==> src/rtl/cpu_rate_sel.sv <==
module cpu_rate_sel #(
  parameter int       CNT_W      = 8,
  parameter bit [2:0] RESET_CODE = 3'b010
) (
  input  logic       clk,
  input  logic       rst_n,
  input  logic       wr_en,
  input  logic [2:0] wr_code,
  output logic       cpu_en
);
  localparam int SEL_W = $clog2(CNT_W + 1);

  logic [CNT_W-1:0] cnt;
  logic [CNT_W:0]   tap;
  logic [2:0]       act_code, pend_code, nxt_code;
  logic             pend_vld, tick;
  logic [SEL_W-1:0] sel;

  // code to log2 of the divide ratio; the map is non-monotonic
  function automatic logic [SEL_W-1:0] code_shift(input logic [2:0] c);
    case (c)
      3'b000:  return SEL_W'(3);
      3'b001:  return SEL_W'(2);
      3'b010:  return SEL_W'(1);
      3'b011:  return SEL_W'(0);
      3'b100:  return SEL_W'(4);
      3'b101:  return SEL_W'(5);
      3'b110:  return SEL_W'(7);
      default: return SEL_W'(8);
    endcase
  endfunction

  assign tap[0] = 1'b1;
  for (genvar k = 1; k <= CNT_W; k++) begin : g_tap
    assign tap[k] = &cnt[k-1:0];
  end

  assign sel      = code_shift(act_code);
  assign tick     = tap[sel];
  assign nxt_code = wr_en ? wr_code : pend_code;

  always_ff @(posedge clk or negedge rst_n) begin
    if (!rst_n) begin
      cnt       <= '0;
      act_code  <= RESET_CODE;
      pend_code <= RESET_CODE;
      pend_vld  <= 1'b0;
      cpu_en    <= 1'b0;
    end else begin
      cpu_en <= tick;
      if (wr_en) pend_code <= wr_code;
      if (tick) begin
        cnt      <= '0;
        pend_vld <= 1'b0;
        if (wr_en || pend_vld) act_code <= nxt_code;
      end else begin
        cnt <= cnt + 1'b1;
        if (wr_en) pend_vld <= 1'b1;
      end
    end
  end
endmodule


==> config.mk <==
export PLATFORM = sky130hd
export DESIGN_NAME = cpu_rate_sel
export DESIGN_NICKNAME = d
export VERILOG_FILES = /design/src/rtl/cpu_rate_sel.sv
export SDC_FILE = /design/constraint.sdc
export NUM_CORES = 1
export LEC_CHECK = 0
export ABC_CLOCK_PERIOD_IN_PS = 1790
export CORE_MARGIN = 1
export CORE_UTILIZATION = 45
export CTS_CLUSTER_DIAMETER = 80
export DETAILED_ROUTE_END_ITERATION = 8
export DONT_BUFFER_PORTS = 1
export PLACE_DENSITY = 0.65
export SYNTH_ARGS = -nofsm -noshare
export SYNTH_HDL_FRONTEND = slang
export SYNTH_SLANG_ARGS = --single-unit
==> constraint.sdc <==
create_clock -name clk -period 1.79 [get_ports clk]
set_input_delay 0.179 -clock clk [delete_from_list [all_inputs] [get_ports clk]]
set_output_delay 0.179 -clock clk [all_outputs]
set_load 0.01 [all_outputs]
# Word level (Yosys, flattened, before mapping)
# Index checks and enable logic that the tools add are counted.
# totals
regBits,16
inputBits,6
out_inout_bits,1
word_cells,31
# classes
mux,7
n_lt_le_gt_ge,1
reduce_logical,11
eq_ne,6
n_addsub,1
# ops
operator,n
one-hot mux 4 bit (7 select lines),1
"== test 3 bit, second input constant",3
"adder 8 x 1 -> 8 bit, second input constant",1
two-way mux 8 bit,1
AND reduction 8 bit,1
AND reduction 7 bit,1
"== test 3 x 2 -> 1 bit, second input constant",2
AND reduction 6 bit,1
"< comparator 4 x 5 -> 1 bit, second input constant",1
AND reduction 5 bit,1
binary-select mux 1 bit (select 4 bit),1
AND reduction 2 bit,2
AND reduction 4 bit,1
"== test 3 x 1 -> 1 bit, second input constant",1
logical NOT 3 bit,1
two-way mux 1 bit,3
two-way mux 3 bit,1
AND reduction 3 bit,1
nonzero test 2 bit,1
logical OR 1 bit,1

# Depth between registers and ports, before layout
# Gate-level depths: netlist (run 1).
# logic_depth
word_depth,5
ltp_mapped,9
ltp_nobuf,8

# Worst setup path after synthesis (run 1)
# Ideal clock, no wire load.
# synth_timing
path_kind,register -> register
from,register cnt[0]
to,register act_code[0]
stages_incl_launch_ff,9
setup_ns,0.128
arrival_ns,1.776
required_ns,1.662
slack_ns,-0.113
n_path_buf,0
synth_period_minus_slack_ns,1.903
cell_sequence,dfrtp_1 > ha_1 > nand3_1 > inv_1 > ha_1 > mux2i_1 > a22oi_1 > a31oi_1 > mux2_1
# synth_via
elab_chain_len,4
word_cells_on_any_way,10
cone_classes,2 x mux; 8 x reduce/logical
# synth_rtl
item,line,text
from (decl),13,logic [CNT_W-1:0] cnt;
from (signal assigned),57,cnt <= cnt + 1'b1;
"AND reduction 8 bit, or another cell as far along",35,assign tap[k] = &cnt[k-1:0];
binary-select mux 1 bit (select 4 bit) *,39,assign tick = tap[sel];
two-way mux 1 bit (implied by the code) *,39,
AND reduction 2 bit (no source line) *,n/a,
to (signal assigned),55,if (wr_en || pend_vld) act_code <= nxt_code;
to (decl),15,"logic [2:0] act_code, pend_code, nxt_code;"
# Every way passes the cells marked *; elsewhere a longest branch is shown, timed or not. The select of a mux whose other input is x is not followed.
# A chain may end at the register's enable or synchronous reset.

# Final worst setup path (run 1)
# Same ends and word-level chain as after synthesis.

==> results of run 1 <==
-- stage by stage --
step                total power [mW]  hold WS, ns  worst slack [ns]  setup TNS (ns)
finish                          1.36       0.0635           -0.0457         -0.0995
detailed placement              1.03       -0.116           -0.0978          -0.255
global placement                1.01       -0.116           -0.0534          -0.119
floorplan                      0.907       -0.117          0.000221               0
global route                    1.47       0.0443            -0.119          -0.394
CTS                             1.37       0.0463           -0.0365         -0.0800
-- cell type report --
class                   instances  area share
well taps                      16      0.0227
multi-input cells              41       0.405
inverters                       5      0.0212
repair buffers                  6      0.0538
flip-flops and latches         16       0.456
clock buffers                   4      0.0411
-- critical path, delay by kind of cell, from the launching register on --
kind / cells / cell delay [ns]
AOI/OAI and AO/OA: 2 / 0.39
buffers and inverters: 1 / 0.05
muxes: 2 / 0.47
DFF: 1 / 0.39
adders and majority gates: 2 / 0.36
and+or+nand+nor: 1 / 0.08
-- report_power, final --
group          total, mW  switching (mW)  internal [mW]
Combinational      0.548           0.257          0.292
Sequential         0.583           0.101          0.482
Clock              0.232           0.108          0.124
Total               1.36           0.465          0.898
-- sequential cells by signal (all words and copies together) (netlist names) --
signal / cells
pend_vld: 1
pend_code: 3
cpu_en: 1
act_code: 3
cnt: 8
-- routing by layer --
layer,track usage,up-vias
li1,-,231
met1,0.180,216
met2,0.274,8
met3,0.0388,2
met4,0.0938,0
met5,0,-
-- path summary, 6_finish.rpt --
check                           slack, ns  depth (start not counted)                   start                 endpoint
worst max register to register      -0.05                          8        cnt[0]$_DFF_PN0_  act_code[0]$_DFFE_PN0P_
min in group asynchronous            0.38                          1                   rst_n  act_code[2]$_DFFE_PN0P_
worst min register to register       0.51                          1  pend_code[2]$_DFF_PN0_   pend_code[2]$_DFF_PN0_
worst min-delay path                 0.06                          1              wr_code[2]   pend_code[2]$_DFF_PN0_
max in group asynchronous            0.97                          1                   rst_n         cnt[5]$_DFF_PN0_
worst max-delay path                -0.05                          8        cnt[0]$_DFF_PN0_  act_code[0]$_DFFE_PN0P_
-- synthesized netlist by cell type --
cell type and n:
mux2i_1 2, buf_2 1, mux2_1 3, nor2b_1 2
xor2_1 2, xnor2_1 2, a22oi_1 1, dfstp_2 2
o21ai_0 1, nor2_1 11, ha_1 3, nand3_1 3
nand2_1 2, a2111oi_2 1, inv_1 5, a31o_2 1
mux2_2 3, a31oi_1 1, nor3b_1 1, and4_1 1
dfrtp_1 14, a211oi_1 1
-- cells in the final DEF, fill, tap and decap left out, drive strengths merged, types with 2 or more instances in the layout --
cell type,n
clkbuf,4
nor2,11
buf,5
nor2b,2
dfrtp,14
nand3,3
mux2,6
nand2,2
mux2i,2
xnor2,2
ha,3
dfstp,2
inv,5
xor2,2
-- kinds of logic after synthesis --
logic type,after synthesis
muxes,8
buffers and inverters,6
DFF,16
xor gates and xnor gates,4
AOI/OAI and AO/OA,6
adders and majority gates,3
and+or+nand+nor,20
-- what timing repair did --
item                                    in CTS  in global routing
endpoints found under the hold margin       16                  0
endpoints found under the setup margin       3                 12
hold buffers                                 1                  0
pin swaps                                    4                  2
resized for setup                            8                  1
buffers inserted                             0                  1
==> results.json, run 1 <==
{
  "yosysTopAreaCell": "dfrtp_1",
  "fill_cells": 133,
  "synth_simple_gate_area_frac": 0.127,
  "critPathRequiredTime_ns": 1.96,
  "grt_overflow": 0,
  "htreeDepth": 1,
  "postPlaceCellArea_um2": 788,
  "insertion_delay_ns": 0.28,
  "rsz0062_at_grt": "yes",
  "syn_area_um2": 729,
  "core_area_um2": 1510,
  "finalWeightedCongestion": 0.692,
  "design.die.area_um2": 1790,
  "leakagePower_nw": 0.396,
  "yosys_register_bits": 16,
  "drc": 0,
  "drive_above_1_share": 0.361,
  "dieWidth_um": 42.3,
  "cts_buffer_depth": 2,
  "irDropWorstVdd_uv": 924,
  "rows": 14,
  "synth_top_area_share": 0.480,
  "synth.yosys.seq_area_share": 0.552,
  "fin_crit_sh": 1.03,
  "ios": 7,
  "post-route-min-period_ns": 1.84,
  "grt_max_degree": 17,
  "portBuffers": 0,
  "fin_util": 0.586,
  "grtUsageTotal": 0.161,
  "critPathMaxStageDelay_ns": 0.39,
  "cts_root_buffer": "clkbuf_4",
  "worst_slack_ns": -0.0457,
  "multiInputGateArea_um2": 358,
  "synth_cell_types": 22,
  "fin_skew_ns": 0.00505,
  "initial_core_util": 0.484,
  "wire_per_inst_um": 13.1,
  "clock-sinks": 16,
  "drt_iter0_drc": 1,
  "area_delta_synth_final_pct": 21.1,
  "vias": 457,
  "antenna_found_initial": 0,
  "slew_headroom": 0.533,
  "synthMuxAreaShare": 0.120,
  "critical_path_class": "flop to flop",
  "grt_pass1_wl_um": 2080,
  "drt-total-wl_um": 1150,
  "setup_viol": 3,
  "outcome": "finished with violations",
  "synth_nets": 72,
  "die_h_um": 42.3,
  "first_pass_iters": 2,
  "ys_warn_count": 0,
  "antenna_left": 0,
  "hold_violations": 0,
  "grt_pass1_vias": 511,
  "max-cap-violations": 0,
  "timing.fmax_mhz": 545,
  "synth_compound_area_frac": 0.0686,
  "endpoint_kind": "flop",
  "layoutNonFillerInstCount": 88,
  "tightest_slew_ns": 0.698,
  "netlist_top_cells_area": "dfrtp_1 48%, dfstp_2 7.2%, nor2_1 5.7%",
  "cts_tree": "yes",
  "wl_met2_um": 620,
  "numCtsBuffers": 3,
  "slowest_stage": "dfrtp_1",
  "dp_hpwl_um": 819,
  "post-place-cells": 82,
  "post_synth_inst_count": 63,
  "final_nets": 82,
  "crit_chain": "ha_2, nand3_2, inv_2, ha_4, mux2i_2, a22oi_2, a31oi_4, mux2_4",
  "synth_top_family_by_area": "simple AND/OR/NAND/NOR gates",
  "highest_layer": "met4",
  "viasPerCell": 5.19,
  "cp_max_fo": 3,
  "wl_met3_um": 27,
  "powerDensity_nw_per_um2": 1540,
  "arrival_ns": 2.01,
  "yosys.area_share.adder": 0.0515,
  "start_kind": "flop",
  "syn_avg_cell_area_um2": 11.6,
  "antenna_cells": 0,
  "clkTransAtPathRegs_ns": 0.09,
  "violations": "negative setup slack",
  "drt-met1-wl_um": 492,
  "fin_area_um2": 883,
  "final-max-slew-violation-count": 0,
  "hp-class": "input port to flop",
  "ff_latch_area_um2": 403,
  "synthXorXnorAreaFrac": 0.0480
}
No activity file was read; power rests on OpenSTA's default activity.
==> run 2: changes to the inputs <==
CTS_BUF_LIST = sky130_fd_sc_hd__clkbuf_16   (was unset)
==> run 2 against run 1 <==
- the flow still finishes with violations (negative setup slack)
- largest power group unchanged
- sequential share of layout area shrank 1.6 points
- design area rose by 3.5%
- clock power rose by 82%
- hold slack better by 0.038 ns
- core utilization grew 2.1 points
- final cell count down 1.1%
==> results.json, run 2 (same netlist as run 1, synthesis figures left out) <==
{
  "largest_register_ffs": 8,
  "grt_pass1_wl_um": 2190,
  "clock-sinks": 16,
  "dp_hpwl_um": 819,
  "powerDensity_nw_per_um2": 1670,
  "wire_per_inst_um": 13.5,
  "finalSetupTns_ns": -0.0931,
  "layoutNonFillerInstCount": 87,
  "area_delta_synth_final_pct": 25.4,
  "rows": 14,
  "comb_power_share": 0.338,
  "crit_chain": "ha_2, nand3_2, inv_2, ha_4, mux2i_2, a22oi_2, a31oi_4, mux2_4",
  "ff_latch_area_um2": 403,
  "hold_violations": 0,
  "irDropWorstVdd_uv": 981,
  "switching_share": 0.316,
  "htreeDepth": 1,
  "grtUsageTotal": 0.167,
  "post-place-cells": 82,
  "wl_met2_um": 646,
  "final_nets": 81,
  "max-cap-violations": 0,
  "fin_area_um2": 915,
  "critPathRequiredTime_ns": 1.92,
  "drc": 0,
  "p_switching_mw": 0.481,
  "outcome": "finished with violations",
  "fin_crit_sh": 1.02,
  "endpoint_kind": "flop",
  "final_cell_mix": "14 x dfrtp_1, 11 x nor2_1, 4 x inv_1, 4 x buf_4",
  "start_kind": "flop",
  "p_seq_frac": 0.385,
  "ios": 7,
  "drt_iter0_drc": 3,
  "arrival_ns": 1.95,
  "timing.fmax_mhz": 548,
  "fin_skew_ns": 0.00233,
  "cp_max_fo": 3,
  "drive_above_1_share": 0.324,
  "layout_commonest_cell": "dfrtp_1",
  "antenna_found_initial": 0,
  "fill_cells": 133,
  "viasPerCell": 5.24,
  "vias": 456,
  "cts_buffer_depth": 2,
  "p_total_mw": 1.52,
  "cts_tree": "yes",
  "pre_cts_ws_ns": -0.0978,
  "first_pass_iters": 3,
  "rsz0062_at_grt": "yes",
  "drt-met1-wl_um": 489,
  "p_int_mw": 1.04,
  "slew_headroom": 0.534,
  "post-route-min-period_ns": 1.83,
  "die_h_um": 42.3,
  "multiInputGateArea_um2": 354,
  "grt_max_degree": 17,
  "final-max-slew-violation-count": 0,
  "post_cts_buffers": 0,
  "dieWidth_um": 42.3,
  "critical_path_class": "flop to flop",
  "antenna_left": 0,
  "reg.largest.list": "cnt x8, act_code x3, pend_code x3",
  "slowest_stage": "dfrtp_1",
  "insertion_delay_ns": 0.24,
  "violations": "negative setup slack",
  "drt-total-wl_um": 1180,
  "p_clk_frac": 0.278,
  "design.die.area_um2": 1790,
  "worst_slack_ns": -0.0361,
  "wl_met3_um": 34,
  "setup_viol": 3,
  "antenna_cells": 0,
  "portBuffers": 0,
  "critPathMaxStageDelay_ns": 0.38,
  "grt_pass1_vias": 529,
  "hp-class": "input port to flop",
  "tightest_slew_ns": 0.697,
  "leakagePower_nw": 0.404,
  "initial_core_util": 0.484,
  "highest_layer": "met4",
  "clkTransAtPathRegs_ns": 0.05,
  "finalWeightedCongestion": 0.692,
  "grt_overflow": 0,
  "numCtsBuffers": 3,
  "cts_root_buffer": "clkbuf_16",
  "core_area_um2": 1510,
  "postPlaceCellArea_um2": 788,
  "regMostFlops": "cnt"
}
run 2: changes by cell type in the layout (fill, tap and decap cells not counted), sizes merged:
| cell | delta |
|---|---|
| clkbuf | -1 |
| clkinv | +1 |
| buf | -1 |
run 2: layout make-up:
class                           instances  area share
Clock buffer                            3      0.0821
Clock inverter                          1     0.00410
Inverter                                5      0.0205
Multi-Input combinational cell         41       0.387
Sequential cell                        16       0.440
Tap cell                               16      0.0219
Timing Repair Buffer                    5      0.0438
run 2: power by group through the flow:
stage | logic [mW] | clock network (mW) | registers (mW)
finish | 0.514 | 0.423 | 0.586
CTS | 0.523 | 0.438 | 0.586
floorplan | 0.337 | 0 | 0.570
global placement | 0.429 | 0 | 0.580
global route | 0.583 | 0.447 | 0.607
detailed placement | 0.441 | 0 | 0.585
run 2: routing by layer:
metal | track usage | vias up
met5 | 0 | -
met4 | 0.0938 | 0
met3 | 0.0388 | 2
met2 | 0.280 | 6
met1 | 0.194 | 219
li1 | - | 229
run 2: per-stage QoR:
stage / utilization / hold slack (ns)
after floorplan: - / -0.117
after global placement: 0.523 / -0.116
after detailed placement: 0.523 / -0.116
after CTS: 0.605 / 0.0982
after global routing: 0.607 / 0.110
final: 0.607 / 0.102
run 2: timing repair:
item                                    in CTS  in global routing
pin swaps                                    4                  3
endpoints found under the hold margin       16                  0
hold buffers                                 1                  0
gates resized for setup                      7                  1
endpoints found under the setup margin       3                 12
run 2: worst paths after layout:
check / start / endpoint / slack, ns / cells after the start
max: cnt[1]$_DFF_PN0_ / act_code[0]$_DFFE_PN0P_ / -0.04 / 8
min in group asynchronous: rst_n / act_code[2]$_DFFE_PN0P_ / 0.43 / 1
min: wr_code[1] / pend_code[1]$_DFF_PN1_ / 0.10 / 1
max in group asynchronous: rst_n / cnt[3]$_DFF_PN0_ / 0.92 / 1
max reg2reg: cnt[1]$_DFF_PN0_ / act_code[0]$_DFFE_PN0P_ / -0.04 / 8
min reg2reg: pend_code[2]$_DFF_PN0_ / pend_code[2]$_DFF_PN0_ / 0.50 / 1
run 2: critical path, delay by kind of cell (launching register included):
family	cells	cell delay, ns
AOI/OAI and AO/OA	2	0.38
muxes	2	0.47
and+or+nand+nor	1	0.08
buffers and inverters	1	0.05
DFF	1	0.38
adders and majority gates	2	0.36
